[config.mk]
export PLATFORM = sky130hd
export DESIGN_NAME = panel_out_fmt
export DESIGN_NICKNAME = d
export VERILOG_FILES = /design/src/rtl/pof_pkg.sv /design/src/rtl/pof_pair_ctl.sv /design/src/rtl/pof_out_reg.sv /design/src/rtl/pof_clk_gen.sv /design/src/rtl/panel_out_fmt.sv
export SDC_FILE = /design/constraint.sdc
export NUM_CORES = 1
export LEC_CHECK = 0
export ABC_CLOCK_PERIOD_IN_PS = 1700
export BUFFER_PORTS_ARGS = -buffer_cell sky130_fd_sc_hd__buf_4
export CAP_MARGIN = 20
export CORE_MARGIN = 3
export CORE_UTILIZATION = 30
export CTS_CLUSTER_DIAMETER = 40
export DETAILED_ROUTE_END_ITERATION = 10
export PLACE_DENSITY = 0.48
export SETUP_SLACK_MARGIN = 0.05
export SLEW_MARGIN = 20
export SYNTH_ARGS = -nofsm -noshare
export SYNTH_HDL_FRONTEND = slang
export SYNTH_SLANG_ARGS = --single-unit
[constraint.sdc]
create_clock -name clk -period 1.7 [get_ports clk]
set_clock_uncertainty 0.05 [all_clocks]
set_input_delay 0.255 -clock clk [delete_from_list [all_inputs] [get_ports clk]]
set_output_delay 0.255 -clock clk [all_outputs]
set_load 0.01 [all_outputs]
[src/rtl/pof_pkg.sv]
package pof_pkg;
  // Position of the next incoming pixel within a pair.
  typedef enum logic {
    SLOT_FIRST  = 1'b0,
    SLOT_SECOND = 1'b1
  } slot_e;

  localparam int unsigned DEF_CW   = 8;
  localparam int unsigned DEF_NCTL = 3;
endpackage

[src/rtl/pof_pair_ctl.sv]
module pof_pair_ctl
  import pof_pkg::*;
#(
  parameter int unsigned PW = 24
) (
  input  logic          clk,
  input  logic          rst_n,
  input  logic          two_pix,
  input  logic          de_in,
  input  logic [PW-1:0] pix_in,
  output logic          emit,
  output logic [PW-1:0] hold
);
  slot_e slot_q;
  logic  de_prev_q;
  logic  de_rise;
  slot_e eff_slot;

  assign de_rise  = de_in & ~de_prev_q;
  assign eff_slot = de_rise ? SLOT_FIRST : slot_q;
  assign emit     = two_pix ? (eff_slot == SLOT_SECOND) : 1'b1;

  always_ff @(posedge clk) begin
    if (!rst_n) begin
      slot_q    <= SLOT_FIRST;
      de_prev_q <= 1'b0;
      hold      <= '0;
    end else begin
      de_prev_q <= de_in;
      if (two_pix)
        slot_q <= (eff_slot == SLOT_FIRST) ? SLOT_SECOND : SLOT_FIRST;
      else
        slot_q <= SLOT_FIRST;
      if (eff_slot == SLOT_FIRST)
        hold <= pix_in;
    end
  end

  // paired mode never updates on two consecutive edges
  a_r10_no_back_to_back: assert property (@(posedge clk) disable iff (!rst_n)
    (two_pix && emit) |=> !(two_pix && emit));

endmodule

[src/rtl/pof_out_reg.sv]
module pof_out_reg #(
  parameter int unsigned PW   = 24,
  parameter int unsigned NCTL = 3
) (
  input  logic            clk,
  input  logic            rst_n,
  input  logic            emit,
  input  logic            two_pix,
  input  logic            pwr_dn,
  input  logic            de_in,
  input  logic            hs_in,
  input  logic            vs_in,
  input  logic [NCTL-1:0] ctl_in,
  input  logic [PW-1:0]   pix_in,
  input  logic [PW-1:0]   hold,
  output logic [PW-1:0]   q_even,
  output logic [PW-1:0]   q_odd,
  output logic            de_o,
  output logic            hs_o,
  output logic            vs_o,
  output logic [NCTL-1:0] ctl_o
);
  always_ff @(posedge clk) begin
    if (!rst_n) begin
      q_even <= '0;
      q_odd  <= '0;
      de_o   <= 1'b0;
      hs_o   <= 1'b0;
      vs_o   <= 1'b0;
      ctl_o  <= '0;
    end else if (pwr_dn) begin
      q_even <= '0;
      q_odd  <= '0;
      de_o   <= 1'b0;
      hs_o   <= 1'b0;
      vs_o   <= 1'b0;
      ctl_o[NCTL-1:1] <= '0;
      if (emit)
        ctl_o[0] <= ctl_in[0];
    end else if (emit) begin
      de_o  <= de_in;
      hs_o  <= hs_in;
      vs_o  <= vs_in;
      ctl_o <= ctl_in;
      if (de_in) begin
        q_even <= two_pix ? hold : pix_in;
        q_odd  <= two_pix ? pix_in : '0;
      end else begin
        q_even <= '0;
        q_odd  <= '0;
      end
    end
  end

  // a blanking update clears both pixel buses
  a_r3_blank_zero: assert property (@(posedge clk) disable iff (!rst_n)
    (emit && !de_in && !pwr_dn) |=> (q_even == '0 && q_odd == '0));

  // single-pixel mode leaves the odd bus at zero
  a_r2_odd_zero: assert property (@(posedge clk) disable iff (!rst_n)
    (!two_pix && emit) |=> (q_odd == '0));

  // the second pixel of a pair lands on the odd bus
  a_r5_odd_second: assert property (@(posedge clk) disable iff (!rst_n)
    (two_pix && emit && de_in && !pwr_dn) |=> (q_odd == $past(pix_in)));

  // power-down forces the enable, sync and even bus low
  a_r9_pd_forced: assert property (@(posedge clk) disable iff (!rst_n)
    pwr_dn |=> (!de_o && !hs_o && !vs_o && q_even == '0));

endmodule

[src/rtl/pof_clk_gen.sv]
module pof_clk_gen (
  input  logic clk,
  input  logic rst_n,
  input  logic two_pix,
  input  logic gate_clk,
  input  logic rise_pol,
  input  logic pwr_dn,
  input  logic emit,
  input  logic de_o,
  output logic oclk
);
  logic half_q;
  logic phase;

  // Low for the period after an update, high for the one before the next.
  always_ff @(posedge clk) begin
    if (!rst_n) half_q <= 1'b0;
    else        half_q <= ~emit;
  end

  assign phase = two_pix ? half_q : ~clk;

  always_comb begin
    if (pwr_dn || (gate_clk && !de_o)) oclk = 1'b0;
    else                                oclk = rise_pol ? phase : ~phase;
  end

endmodule

[src/rtl/panel_out_fmt.sv]
module panel_out_fmt
  import pof_pkg::*;
#(
  parameter int unsigned CW   = DEF_CW,
  parameter int unsigned NCTL = DEF_NCTL,
  localparam int unsigned PW  = 3 * CW
) (
  input  logic            clk,
  input  logic            rst_n,
  input  logic [PW-1:0]   pix_in,
  input  logic            de_in,
  input  logic            hs_in,
  input  logic            vs_in,
  input  logic [NCTL-1:0] ctl_in,
  input  logic            cfg_two_pix,
  input  logic            cfg_gate_clk,
  input  logic            cfg_rise_pol,
  input  logic            pwr_dn,
  output logic [PW-1:0]   q_even,
  output logic [PW-1:0]   q_odd,
  output logic            oclk,
  output logic            de_out,
  output logic            hs_out,
  output logic            vs_out,
  output logic [NCTL-1:0] ctl_out
);
  logic          emit;
  logic [PW-1:0] hold;

  pof_pair_ctl #(.PW(PW)) u_pair (
    .clk     (clk),
    .rst_n   (rst_n),
    .two_pix (cfg_two_pix),
    .de_in   (de_in),
    .pix_in  (pix_in),
    .emit    (emit),
    .hold    (hold)
  );

  pof_out_reg #(.PW(PW), .NCTL(NCTL)) u_out (
    .clk     (clk),
    .rst_n   (rst_n),
    .emit    (emit),
    .two_pix (cfg_two_pix),
    .pwr_dn  (pwr_dn),
    .de_in   (de_in),
    .hs_in   (hs_in),
    .vs_in   (vs_in),
    .ctl_in  (ctl_in),
    .pix_in  (pix_in),
    .hold    (hold),
    .q_even  (q_even),
    .q_odd   (q_odd),
    .de_o    (de_out),
    .hs_o    (hs_out),
    .vs_o    (vs_out),
    .ctl_o   (ctl_out)
  );

  pof_clk_gen u_ck (
    .clk      (clk),
    .rst_n    (rst_n),
    .two_pix  (cfg_two_pix),
    .gate_clk (cfg_gate_clk),
    .rise_pol (cfg_rise_pol),
    .pwr_dn   (pwr_dn),
    .emit     (emit),
    .de_o     (de_out),
    .oclk     (oclk)
  );

  // the first edge with reset low clears the registered outputs
  a_r1_reset_clear: assert property (@(posedge clk)
    !rst_n |=> (de_out == 1'b0 && q_even == '0 && q_odd == '0 && ctl_out == '0));

endmodule

==> After elaboration in Yosys (flattened, before gate mapping) <==
Cells that the tools add are included.
{ "op_classes": {"muxes": 13, "n_bitwise": 6, "n_reduce_logical": 5} }
{ "op_table": {"columns": ["cell", "count"], "rows": [
  ["2-to-1 mux 24 bit", 4],
  ["2-to-1 mux 1 bit", 9],
  ["NOT 1 bit", 5],
  ["AND reduction 2 bit", 1],
  ["OR reduction 2 bit", 1],
  ["bitwise AND 1 bit", 1],
  ["logical AND 1 bit", 1],
  ["logical NOT 1 bit", 1],
  ["logical OR 1 bit", 1]
]} }
{ "totals": {"wordCells": 35, "out_inout_bits": 55, "regBits": 81} }

==> Depth between registers and ports, before layout <==
{ "depth": {"ltp_word": 6, "mapped_depth": 6, "ltp_nobuf": 3} }

==> Modules after synthesis <==
From an unflattened synthesis, not the netlist that was laid out.
{ "hier_totals": {"hier_cells": 279, "hier_area_um2": 3146.8} }
{ "by_module_without_submodules": {"columns": ["module", "area_each_um2", "instances", "cells_each"], "rows": [
  ["pof_out_reg", 2019.4, 1, 159],
  ["pof_pair_ctl", 1058.5, 1, 112],
  ["pof_clk_gen", 68.8, 1, 8]
]} }

==> run_results.csv <==
group,metric,value,unit
clock_network,cts_tree,"done",
layout,fin_area,4531,µm²
floorplanning,pin_count,91,
global_routing,grt_pass1_wl,14.46,mm
floorplanning,dieArea,11650,µm²
placed_design,gp_congestion,0.6724,
floorplanning,initial_core_util,31.32,%
route,ant_nets,0,
layout,diodes,0,
global_routing,antenna_found_initial,0,
logic_synthesis,synth.largest_area_cell,"dfxtp_1",
sta,hold_violations,0,
logic_synthesis,yosys-top-cells-area,"dfxtp_1 52%, o21ai_0 7.7%, a22o_1 6.7%, a311oi_1 6.7%, nand3_1 4.0%",
worst_hold_path,hold_class,"input port to flop",
logic_synthesis,synth_edf_count,0,
floorplanning,core_area,9955,µm²
sta,fin_ws,-190.0,ps
power,irDropWorstVdd,0.0005773,V
power,pwr-share-seq,48.0,%
critical_path,worst_setup_path_start_kind,"clock port",
power,p_comb_share,11.4,%
logic_synthesis,async_reset_ff_share,0,%
sta,setup_viol,1,
power,p_leak,1.849,nW
sta,worst_slew_pin_slew,341.8,ps
sta,finalSetupTns,-190.0,ps
floorplanning,die_x,107.9,µm
critical_path,cp-end-kind,"primary output",
layout,drive_above_1_share,31.31,%
sta,slew-limit-headroom,77.21,%
layout,fillers,936,
layout,nNetsFinal,474,
critical_path,crit_required,1390,ps
sta,slew_viol_final,0,
global_routing,grt_use_total,16.29,%
flow_run,cap_violations,0,
layout,area_growth,45.31,%
power,clockPowerShare,40.6,%
sta,rsz0062_at_grt,"true",
route,drt_iter0_drc,91,
logic_synthesis,synth_warnings,0,
floorplanning,row_count,36,
critical_path,r2r_slack,320,ps
sta,fin_hold_ws,76.95,ps
clock_network,clk_latency,450,ps
placed_design,dpl_cell_area,3916,µm²
power,p_sw_share,26.70,%
power,p_per_area,915.9,nW/µm²
route,via_per_inst,4.925,
logic_synthesis,ys_seq_elements,81,
placed_design,dp_hpwl,5.626,mm
route,post-route-drc-count,0,
route,via_count,2842,
placed_design,portBuffers,90,
critical_path,cp.arrival,1590,ps
global_routing,grt_max_degree,30,
logic_synthesis,ys.flop_type,"dfxtp_1",
layout,final_util,45.51,%
status,status,"finished with violations",
critical_path,cp_max_fo,2,
critical_path,criticalPathCategory,"clock port to primary output",
logic_synthesis,synthCells,316,
power,p_int,3.042,mW
logic_synthesis,syn_nets,352,
global_routing,grt_remaining_overflow,0,
status,violations,"setup timing",
logic_synthesis,seq_area_frac_synth,52.01,%
logic_synthesis,yosys.area.top_type_share,52.01,%
logic_synthesis,syn_avg_cell_area,9.867,µm²
power,power_switching,1.108,mW
clock_network,clk_pin_slew,80,ps
route,drtPass1Iterations,4,
logic_synthesis,synth_cell_types,29,
logic_synthesis,syn_area,3118,µm²
route,wire_per_inst,15.35,µm
floorplanning,die_h,107.9,µm
global_routing,first_global_vias,2921,
route,drt-total-wl,8.858,mm
## path summary, 6_finish.rpt
kind | cells after the start | endpoint | start
setup / recovery | 7 | oclk | clk
hold / removal | 2 | u_ck.half_q$_SDFF_PN0_ | rst_n
setup reg to reg | 4 | u_out.q_even[10]$_SDFFE_PP0P_ | u_pair.de_prev_q$_SDFF_PN0_
hold reg to reg | 2 | u_out.ctl_o[1]$_SDFFE_PP0P_ | u_out.ctl_o[1]$_SDFFE_PP0P_
## synth_stat cells, drive strengths merged (2+ instances only)
library cell	count
clkbuf	10
nand3	25
inv	2
nand2b	3
nor2	24
dfxtp	81
mux2i	5
a22o	24
nor2b	2
o21ai	49
a311oi	24
nand2	10
a21boi	25
buf	22
and2	3
## power by group through the flow
stage | sequential [mW] | clock (mW) | combinational (mW)
floorplan | 2.04 | 0.0225 | 0.210
global placement | 2.04 | 0.0263 | 0.406
detailed placement | 2.04 | 0.0263 | 0.411
CTS | 1.99 | 1.77 | 0.475
global route | 2.00 | 1.85 | 0.522
finish | 1.99 | 1.69 | 0.471
## worst max-delay path: stages
cell	delay, ps
clkbuf_16	130
nand2b_4	80
buf_6	90
clkbuf_8	110
a21o_1	120
a221oi_2	60
buf_4	140
## layout by cell type (no fill, tap or decap)
cell / n
clkbuf_8: 12
buf_8: 1
inv_6: 1
a21boi_0: 15
buf_6: 1
a221oi_2: 1
a22o_1: 24
o21ai_2: 1
nor3b_4: 1
nor2_1: 24
a21boi_1: 9
nand4_2: 1
dfxtp_1: 81
buf_12: 2
a21boi_4: 1
nand3_4: 1
nand2b_4: 2
nor2b_1: 2
inv_2: 1
and2_1: 3
o21ai_0: 48
dlygate4sd3_1: 30
a21oi_1: 1
clkinv_4: 1
nand2_1: 10
mux2i_1: 5
nand3_1: 24
o211a_4: 1
a311oi_1: 24
buf_4: 106
and2b_1: 1
inv_1: 1
clkbuf_16: 1
a21o_1: 1
clkinvlp_4: 3
nand2b_2: 1
clkbuf_1: 2
## layer usage
layer  global-route usage [%]  share of wire [%]  vias to the layer above
li1                         -                  -                     1409
met1                    19.05                 45                     1333
met2                    25.49                 46                       88
met3                    6.567                6.1                       12
met4                    8.837                2.0                        0
met5                        0                  0                        -
## through the flow
| step | instances | worst slack [ps] | power, mW |
|---|---|---|---|
| 4_1_cts | 578 | -346.5 | 4.240 |
| 6_report | 577 | -190.0 | 4.150 |
| 3_3_place_gp | 524 | 48.57 | 2.469 |
| 5_1_grt | 577 | -246.1 | 4.375 |
| 3_5_place_dp | 524 | 48.73 | 2.474 |
| 2_1_floorplan | 316 | 101.9 | 2.275 |
## sequential cells by signal, indices dropped and copies added, names as in the netlist
signal	cells
u_ck.half_q	1
u_out.ctl_o	3
u_out.de_o	1
u_out.hs_o	1
u_out.q_even	24
u_out.q_odd	24
u_out.vs_o	1
u_pair.de_prev_q	1
u_pair.hold	24
u_pair.slot_q	1
## area by class of cell
type	count	area (µm²)	area share [%]
clock buffer	18	231.5	5.109
clock inverter	5	40.04	0.8837
timing repair buffer	137	1129	24.91
sequential	81	1622	35.79
tap	133	166.4	3.673
multi-input combinational	201	1335	29.47
inverter	2	7.507	0.1657
## timing repair
item                                    CTS  global route
endpoints found under the hold margin    30             0
endpoints found under the setup margin    3            15
hold buffers                             30             0
setup buffers                             2             0
gates resized for setup                   7             4
pin swaps                                 2             2
## cell families (layout without fill, tap and decap cells)
family,after synthesis,count (layout),share of synthesized area [%]
AO/OA/AOI/OAI,126,126,29.09
flip-flops,81,81,52.01
AND/OR/NAND/NOR,70,70,10.96
buffers and inverters,34,162,6.340
multiplexers,5,5,1.605
No activity file was read; power rests on OpenSTA's default activity.
